**src/rtl/bscan_pkg.sv**
```systemverilog
package bscan_pkg;

  typedef enum logic [3:0] {
    ST_TLR, ST_IDLE,
    ST_SEL_DR, ST_CAP_DR, ST_SHF_DR, ST_EX1_DR, ST_PAU_DR, ST_EX2_DR, ST_UPD_DR,
    ST_SEL_IR, ST_CAP_IR, ST_SHF_IR, ST_EX1_IR, ST_PAU_IR, ST_EX2_IR, ST_UPD_IR
  } tap_state_e;

  localparam int IR_W = 3;

  localparam logic [IR_W-1:0] OP_EXTEST = 3'b000;
  localparam logic [IR_W-1:0] OP_SAMPLE = 3'b001;
  localparam logic [IR_W-1:0] OP_IDCODE = 3'b010;
  localparam logic [IR_W-1:0] OP_HIGHZ  = 3'b011;
  localparam logic [IR_W-1:0] OP_BYPASS = 3'b111;

  // Fixed pattern loaded into the instruction shift stage in Capture-IR
  localparam logic [IR_W-1:0] IR_CAPTURE = 3'b001;

  typedef struct packed {
    logic sel_bsr;   // boundary chain is the scan path
    logic sel_id;    // identification register is the scan path
    logic extest;    // pins driven from update stage
    logic highz;     // pins floated
  } op_dec_t;

  function automatic op_dec_t decode_op(input logic [IR_W-1:0] op);
    op_dec_t d;
    d = '0;
    case (op)
      OP_EXTEST: begin d.sel_bsr = 1'b1; d.extest = 1'b1; end
      OP_SAMPLE: d.sel_bsr = 1'b1;
      OP_IDCODE: d.sel_id  = 1'b1;
      OP_HIGHZ:  d.highz   = 1'b1;
      default:   d = '0;   // bypass and every unassigned value
    endcase
    return d;
  endfunction

endpackage

```
**src/rtl/bscan_tap_fsm.sv**
```systemverilog
module bscan_tap_fsm
  import bscan_pkg::*;
(
  input  logic       tck,
  input  logic       trst,
  input  logic       tms,
  output tap_state_e state
);

  tap_state_e nxt;

  always_comb begin
    nxt = state;
    case (state)
      ST_TLR:    nxt = tms ? ST_TLR    : ST_IDLE;
      ST_IDLE:   nxt = tms ? ST_SEL_DR : ST_IDLE;
      ST_SEL_DR: nxt = tms ? ST_SEL_IR : ST_CAP_DR;
      ST_CAP_DR: nxt = tms ? ST_EX1_DR : ST_SHF_DR;
      ST_SHF_DR: nxt = tms ? ST_EX1_DR : ST_SHF_DR;
      ST_EX1_DR: nxt = tms ? ST_UPD_DR : ST_PAU_DR;
      ST_PAU_DR: nxt = tms ? ST_EX2_DR : ST_PAU_DR;
      ST_EX2_DR: nxt = tms ? ST_UPD_DR : ST_SHF_DR;
      ST_UPD_DR: nxt = tms ? ST_SEL_DR : ST_IDLE;
      ST_SEL_IR: nxt = tms ? ST_TLR    : ST_CAP_IR;
      ST_CAP_IR: nxt = tms ? ST_EX1_IR : ST_SHF_IR;
      ST_SHF_IR: nxt = tms ? ST_EX1_IR : ST_SHF_IR;
      ST_EX1_IR: nxt = tms ? ST_UPD_IR : ST_PAU_IR;
      ST_PAU_IR: nxt = tms ? ST_EX2_IR : ST_PAU_IR;
      ST_EX2_IR: nxt = tms ? ST_UPD_IR : ST_SHF_IR;
      ST_UPD_IR: nxt = tms ? ST_SEL_DR : ST_IDLE;
      default:   nxt = ST_TLR;
    endcase
  end

  always_ff @(posedge tck) begin
    if (trst) state <= ST_TLR;
    else      state <= nxt;
  end

endmodule

```
**src/rtl/bscan_ir.sv**
```systemverilog
module bscan_ir
  import bscan_pkg::*;
(
  input  logic            tck,
  input  logic            trst,
  input  tap_state_e      state,
  input  logic            tdi,
  output logic [IR_W-1:0] ir_q,
  output logic            ir_tdo
);

  logic [IR_W-1:0] ir_sr;

  always_ff @(posedge tck) begin
    if (trst) begin
      ir_sr <= '0;
    end else if (state == ST_CAP_IR) begin
      ir_sr <= IR_CAPTURE;
    end else if (state == ST_SHF_IR) begin
      ir_sr <= {tdi, ir_sr[IR_W-1:1]};
    end
  end

  always_ff @(posedge tck) begin
    if (trst || state == ST_TLR) ir_q <= OP_IDCODE;
    else if (state == ST_UPD_IR) ir_q <= ir_sr;
  end

  assign ir_tdo = ir_sr[0];

endmodule

```
**src/rtl/bscan_chain.sv**
```systemverilog
module bscan_chain
  import bscan_pkg::*;
#(
  parameter int NIN  = 137,
  parameter int NOUT = 160
) (
  input  logic            tck,
  input  logic            trst,
  input  tap_state_e      state,
  input  logic            tdi,
  input  logic            sel,
  input  logic            extest,
  input  logic [NIN-1:0]  pin_in,
  input  logic [NOUT-1:0] core_out,
  output logic            chain_tdo,
  output logic [NOUT-1:0] upd_q
);

  localparam int NCELL = NIN + NOUT;

  logic [NCELL-1:0] sr;
  logic [NCELL-1:0] cap_v;
  logic [NCELL-1:0] shift_v;

  for (genvar i = 0; i < NCELL; i++) begin : g_cell
    if (i < NIN) begin : g_in
      assign cap_v[i] = pin_in[i];
    end else begin : g_out
      // driven cells keep their shift contents under external test
      assign cap_v[i] = extest ? sr[i] : core_out[i-NIN];
    end
    if (i == NCELL-1) begin : g_head
      assign shift_v[i] = tdi;
    end else begin : g_link
      assign shift_v[i] = sr[i+1];
    end
  end

  always_ff @(posedge tck) begin
    if (trst) begin
      sr <= '0;
    end else if (sel && state == ST_CAP_DR) begin
      sr <= cap_v;
    end else if (sel && state == ST_SHF_DR) begin
      sr <= shift_v;
    end
  end

  always_ff @(posedge tck) begin
    if (trst) begin
      upd_q <= '0;
    end else if (sel && state == ST_UPD_DR) begin
      upd_q <= sr[NCELL-1:NIN];
    end
  end

  assign chain_tdo = sr[0];

endmodule

```
**src/rtl/bscan_unit.sv**
```systemverilog
module bscan_unit
  import bscan_pkg::*;
#(
  parameter int          NIN     = 137,
  parameter int          NOUT    = 160,
  parameter int          ID_W    = 32,
  parameter logic [31:0] ID_CODE = 32'h2B7D_4E1F
) (
  input  logic            tck,
  input  logic            trst,
  input  logic            tms,
  input  logic            tdi,
  output logic            tdo,
  output logic            tdo_oe,
  input  logic [NIN-1:0]  pin_in,
  input  logic [NOUT-1:0] core_out,
  input  logic            core_oe,
  output logic [NOUT-1:0] pin_out,
  output logic            pin_oe
);

  tap_state_e      st;
  logic [IR_W-1:0] ir_q;
  logic            ir_tdo;
  op_dec_t         dec;
  logic            chain_tdo;
  logic [NOUT-1:0] upd_q;
  logic            sel_byp;
  logic            byp_q;
  logic [ID_W-1:0] id_sr;

  bscan_tap_fsm u_fsm (
    .tck   (tck),
    .trst  (trst),
    .tms   (tms),
    .state (st)
  );

  bscan_ir u_ir (
    .tck    (tck),
    .trst   (trst),
    .state  (st),
    .tdi    (tdi),
    .ir_q   (ir_q),
    .ir_tdo (ir_tdo)
  );

  assign dec     = decode_op(ir_q);
  assign sel_byp = !dec.sel_bsr && !dec.sel_id;

  bscan_chain #(.NIN(NIN), .NOUT(NOUT)) u_chain (
    .tck       (tck),
    .trst      (trst),
    .state     (st),
    .tdi       (tdi),
    .sel       (dec.sel_bsr),
    .extest    (dec.extest),
    .pin_in    (pin_in),
    .core_out  (core_out),
    .chain_tdo (chain_tdo),
    .upd_q     (upd_q)
  );

  // single bypass cell
  always_ff @(posedge tck) begin
    if (trst)                                byp_q <= 1'b0;
    else if (sel_byp && st == ST_CAP_DR)     byp_q <= 1'b0;
    else if (sel_byp && st == ST_SHF_DR)     byp_q <= tdi;
  end

  // identification register
  always_ff @(posedge tck) begin
    if (trst)                                id_sr <= '0;
    else if (dec.sel_id && st == ST_CAP_DR)  id_sr <= ID_CODE[ID_W-1:0];
    else if (dec.sel_id && st == ST_SHF_DR)  id_sr <= {tdi, id_sr[ID_W-1:1]};
  end

  // serial output, retimed to the falling edge
  always_ff @(negedge tck) begin
    if (trst) begin
      tdo    <= 1'b0;
      tdo_oe <= 1'b0;
    end else begin
      tdo_oe <= (st == ST_SHF_DR) || (st == ST_SHF_IR);
      if (st == ST_SHF_IR)  tdo <= ir_tdo;
      else if (dec.sel_bsr) tdo <= chain_tdo;
      else if (dec.sel_id)  tdo <= id_sr[0];
      else                  tdo <= byp_q;
    end
  end

  // pin control
  always_comb begin
    pin_out = dec.extest ? upd_q : core_out;
    if (dec.highz)       pin_oe = 1'b0;
    else if (dec.extest) pin_oe = 1'b1;
    else                 pin_oe = core_oe;
  end

endmodule

```
**config.mk**
```make
export PLATFORM = sky130hd
export DESIGN_NAME = bscan_unit
export DESIGN_NICKNAME = d
export VERILOG_FILES = /design/src/rtl/bscan_pkg.sv /design/src/rtl/bscan_tap_fsm.sv /design/src/rtl/bscan_ir.sv /design/src/rtl/bscan_chain.sv /design/src/rtl/bscan_unit.sv
export SDC_FILE = /design/constraint.sdc
export NUM_CORES = 1
export LEC_CHECK = 0
export BUFFER_PORTS_ARGS = -buffer_cell sky130_fd_sc_hd__buf_2
export CORE_ASPECT_RATIO = 0.6
export CORE_MARGIN = 5
export CORE_UTILIZATION = 40
export DETAILED_ROUTE_END_ITERATION = 10
export GPL_ROUTABILITY_DRIVEN = 0
export PLACE_DENSITY = 0.66
export SYNTH_ARGS = -nofsm -noshare
export SYNTH_HDL_FRONTEND = slang
export SYNTH_HIERARCHICAL = 1
export SYNTH_SLANG_ARGS = --single-unit
```
**constraint.sdc**
```tcl
create_clock -name tck -period 4.8 [get_ports tck]
set_input_delay 0.24 -clock tck [delete_from_list [all_inputs] [get_ports tck]]
set_output_delay 0.24 -clock tck [all_outputs]
set_load 0.02 [all_outputs]
```
Yosys cells after proc, flatten, opt, wreduce, memory -nomap -nowiden
Cells that the tools add are included.
{ "classes": {"addsub": 0, "n_mul": 0, "div": 0, "n_lt_le_gt_ge": 0, "eq_ne": 19, "shifts": 0, "mux": 189, "bitwise_logic": 0, "reduce_logical": 25} }
{ "op_table": {"columns": ["op", "n"], "rows": [
  ["2-to-1 mux 297 bit", 2],
  ["2-to-1 mux 1 bit", 174],
  ["2-to-1 mux 160 bit", 1],
  ["2-to-1 mux 30 bit", 2],
  ["case mux 4 bit (12 select lines)", 1],
  ["equality test 4 bit (second input constant)", 8],
  ["equality test 4 x 3 -> 1 bit (second input constant)", 4],
  ["2-to-1 mux 4 bit", 4],
  ["OR reduction 2 bit", 6],
  ["equality test 4 x 2 -> 1 bit (second input constant)", 2],
  ["logical AND 1 bit", 8],
  ["equality test 3 x 2 -> 1 bit (second input constant)", 2],
  ["2-to-1 mux 2 bit", 3],
  ["2-to-1 mux 3 bit", 2],
  ["nonzero test 2 bit", 3],
  ["equality test 4 x 1 -> 1 bit (second input constant)", 1],
  ["logical NOT 4 bit", 1],
  ["equality test 3 x 1 -> 1 bit (second input constant)", 1],
  ["logical NOT 3 bit", 1],
  ["OR reduction 3 bit", 1],
  ["logical NOT 1 bit", 2],
  ["logical OR 1 bit", 2],
  ["inequality test 2 bit (second input constant)", 1],
  ["AND reduction 2 bit", 1]
]} }
{ "word_totals": {"register_bits": 502, "latch_bits": 0, "ramBits": 0, "romBits": 0, "inputBits": 302, "output_inout_bits": 163, "wordCells": 245, "mem_count": 0} }

Logic depth before layout (Yosys ltp)
{ "logic_depth": {"word_depth": 7, "depth_mapped": 10, "mapped_depth_nobuf": 4} }

Modules after synthesis
Netlist, hierarchy kept.
{ "by_module_without_submodules": {"columns": ["module", "n_inst", "cells_each", "area_each_um2", "seq_area_each_um2"], "rows": [
  ["bscan_chain", 1, 2617, 21949.8, 9148.8],
  ["bscan_unit", 1, 319, 3316.9, 700.7],
  ["bscan_tap_fsm", 1, 39, 331.6, 80.1],
  ["bscan_ir", 1, 26, 252.7, 120.1]
]} }

==> metrics.cfg <==
[pwr]
internal_power_mw = 6.95
p_leak_nw = 10.7
irDropWorstVdd_uv = 216
power.share.combinational = 0.093
p_seq_frac = 0.452
power.switching_fraction = 0.249
clockPowerShare = 0.455
p_per_area_nw_per_um2 = 289
total_power_mw = 9.25
switchingPower_mw = 2.30

[floorplanning]
die_width_um = 338
top_level_ports = 465
floorplan.die.height_um = 207
floorplan.initialDensity = 0.402
fp.coreArea_um2 = 64200
placementRows = 72
die_area_um2 = 70000

[setup_path]
timing.critical_path.slowest_stage_cell = sky130_fd_sc_hd__dfxtp_1
timing.critical_path.max_delay_family = flip-flops
rrSetupSlack_ns = 1.12
reg2regPathDepth = 4
startpoint = tdo
endpoint_arrival_time_on_the_critical_path_ns = 3.49
cp_max_fo = 1
reg2reg_from = u_ir/ir_q[2]
crit_chain = buf_2
cp_slowest_stage_delay_ns = 0.29
worstSetupEndpointType = output port
worstSetupStartpointType = flip-flop
path_class = reg -> out
crit_required_ns = 4.56
cp_num_buf_inv = 1
crit-reg2reg-capture = tdo

[global_routing]
gr-total-overflow = 0
grt_antenna_before_repair = 5
grt_pass1_vias = 23100
grt_usage = 0.227
global_route_wire_length_before_repair_um = 133000
grt_start_max_net_pins = 188

[layout]
design.final.nets = 3715
flow.area_growth_from_synthesis_pct = 24.0
drive_gt1_frac = 0.256
fillers = 5920
final_cells = 4309
final_util = 0.499

[timing]
slew_violations = 43
grt_setup_unrepaired = false
setup_viol = 0
worst_slack_ns = 1.07
timing.clock.skew_ns = 0.0358
hold_violations = 0
worst_slew_pin_slew_ns = 1.56
slew_headroom = -0.0400
tns_ns = 0

[cts]
cts_tree = yes
ctsHtreeMaxLevel = 2
post_cts_resized = 0
worst_skew_late_latency_ns = 0.62
tritoncts.num_buffers = 50
cts_num_sinks = 502
clock_pin_slew_of_the_registers_on_the_worst_case_setup_and_hold_paths_ns = 0.07
cts_root_buf = sky130_fd_sc_hd__clkbuf_16
clock_path_buffers = 3

[place]
post-place-ws_ns = 1.10
dpl.hpwl_um = 48400
place.detailed.instances = 4008
count_of_port_buffers_added_during_placement = 464

[synthesis]
syn-cell-area_um2 = 25900
total_nets_after_synthesis = 3303
yosys_register_bits = 502
synthesis.area_per_instance_um2 = 8.61
synth-edff-count = 0
ys_warn_count = 6
yosysSeqAreaShare = 0.389
synth.distinct_cells = 56
asyncSetResetFlopFracSynth = 0
most_used_flip_flop_cell_after_synthesis = sky130_fd_sc_hd__dfxtp_1
netlist_instances = 3001

[drt]
post-route-drc-count = 0
via_count = 25100
wl_um = 85000
first_iter_violations = 2678
drt-vias-per-instance = 5.81
detail-route-antenna-nets = 0
drt-wirelength-per-cell_um = 19.7
drt_first_pass_iters = 5

[min_path]
timing.hold.worst_endpoint = u_chain/sr[22]
worst_hold_path_depth = 3
worstHoldStart = pin_in[22]
min-delay-path-class = in -> reg

[run_status]
violations = max-slew violations
status = finished, violations left

[job]
drv_cap = 0

-- Yosys cell counts (5+ instances only) --
cell type	count	area, um^2
sky130_fd_sc_hd__o221a_1	6	67.6
sky130_fd_sc_hd__dfxtp_1	502	10000
sky130_fd_sc_hd__a211oi_1	10	75.1
sky130_fd_sc_hd__o21a_1	5	37.5
sky130_fd_sc_hd__buf_6	15	169
sky130_fd_sc_hd__nor3_1	135	676
sky130_fd_sc_hd__o211ai_2	100	1250
sky130_fd_sc_hd__mux2_2	160	1800
sky130_fd_sc_hd__mux2i_1	162	1620
sky130_fd_sc_hd__nand3b_1	9	67.6
sky130_fd_sc_hd__nor2b_1	162	1010
sky130_fd_sc_hd__o221a_2	13	146
sky130_fd_sc_hd__nor2_1	9	33.8
sky130_fd_sc_hd__a21oi_1	178	891
sky130_fd_sc_hd__a311oi_1	135	1180
sky130_fd_sc_hd__o22ai_1	5	31.3
sky130_fd_sc_hd__nand2_1	170	638
sky130_fd_sc_hd__nand3_1	469	2350
sky130_fd_sc_hd__o21ai_0	304	1520
sky130_fd_sc_hd__o211ai_1	62	465
sky130_fd_sc_hd__buf_1	37	139
sky130_fd_sc_hd__buf_2	29	145
sky130_fd_sc_hd__clkbuf_1	265	995
sky130_fd_sc_hd__inv_1	11	41.3
sky130_fd_sc_hd__nand2b_1	5	31.3
-- worst max-delay path by stage --
stage	cells past startpoint	end	slack, ns
after global routing	4	tdo	1.0
after CTS	1	tdo_oe	1.02
final	1	tdo	1.07
after floorplan	3	tdo_oe	0.91
after global placement	4	tdo	1.14
after detailed placement	4	tdo	1.10
-- metal layers --
metal | global-route usage | part of all wire | vias to the layer above
met5 | 0 | 0 | -
met1 | 0.339 | 0.48 | 12100
met3 | 0.0331 | 0.058 | 141
met4 | 0.0652 | 0.024 | 0
li1 | - | - | 12000
met2 | 0.339 | 0.44 | 884
-- registers in the layout, indices dropped and copies added (netlist names) --
| register | flops |
|---|---|
| byp_q | 1 |
| id_sr | 32 |
| tdo | 1 |
| tdo_oe | 1 |
| u_chain/sr | 297 |
| u_chain/upd_q | 160 |
| u_fsm/state | 4 |
| u_ir/ir_q | 3 |
| u_ir/ir_sr | 3 |
-- power by group through the flow --
stage	clock network [mW]	logic [mW]	registers [mW]
global placement	0.00391	0.718	4.28
finish	4.21	0.859	4.19
detailed placement	0.00391	0.719	4.28
global route	4.49	0.910	4.18
floorplan	0.00391	0.389	4.28
CTS	4.30	0.852	4.19
-- stage by stage --
step / hold WS, ns / cell area (um^2)
detailed placement: 0.452 / 28300
global placement: 0.451 / 28300
floorplan: 0.309 / 25900
finish: 0.0379 / 32000
global route: 0.0108 / 32000
CTS: 0.000588 / 32000
-- cells in the final DEF, fill, tap and decap left out, drive strengths merged, types with 3 or more instances in the layout --
master	instances
clkinvlp	3
nand3	469
mux2i	162
o22a	3
nor3b	4
dlygate4sd3	203
clkinv	14
buf	506
nor2b	163
dfxtp	502
clkbuf	67
mux2	160
o221a	19
nor2	9
nand3b	9
inv	15
bufinv	6
o22ai	5
nor3	136
o21a	5
nand2	170
a311oi	135
o211ai	162
nand2b	5
a211oi	10
a21oi	179
diode	4
o21ai	305
-- what timing repair did --
action,in CTS,in global routing
hold buffers,203,0
endpoints found under the hold margin,204,0
buffers inserted,0,0
-- kinds of logic (layout without fill, tap and decap cells) --
| logic type | count (synthesis) | in the layout | share of synthesized area |
|---|---|---|---|
| AND/OR/NAND/NOR | 978 | 978 | 0.193 |
| AO/OA/AOI/OAI | 837 | 837 | 0.226 |
| flip-flops | 502 | 502 | 0.389 |
| buffers and inverters | 361 | 814 | 0.0592 |
| multiplexers | 322 | 322 | 0.132 |
| XOR/XNOR | 1 | 1 | 0.000339 |
| other | 0 | 4 | 0 |
-- cell type report --
| class | instances | area [um^2] | share of cell area |
|---|---|---|---|
| well taps | 851 | 1060 | 0.0332 |
| inverters | 10 | 40.0 | 0.00125 |
| clock inverters | 28 | 304 | 0.00949 |
| diodes | 4 | 10.0 | 0.000312 |
| clock buffers | 67 | 1440 | 0.0448 |
| repair buffers | 709 | 4790 | 0.150 |
| flip-flops and latches | 502 | 10100 | 0.314 |
| multi-input cells | 2138 | 14300 | 0.448 |
Note: power is estimated with default switching activity, not from simulation.
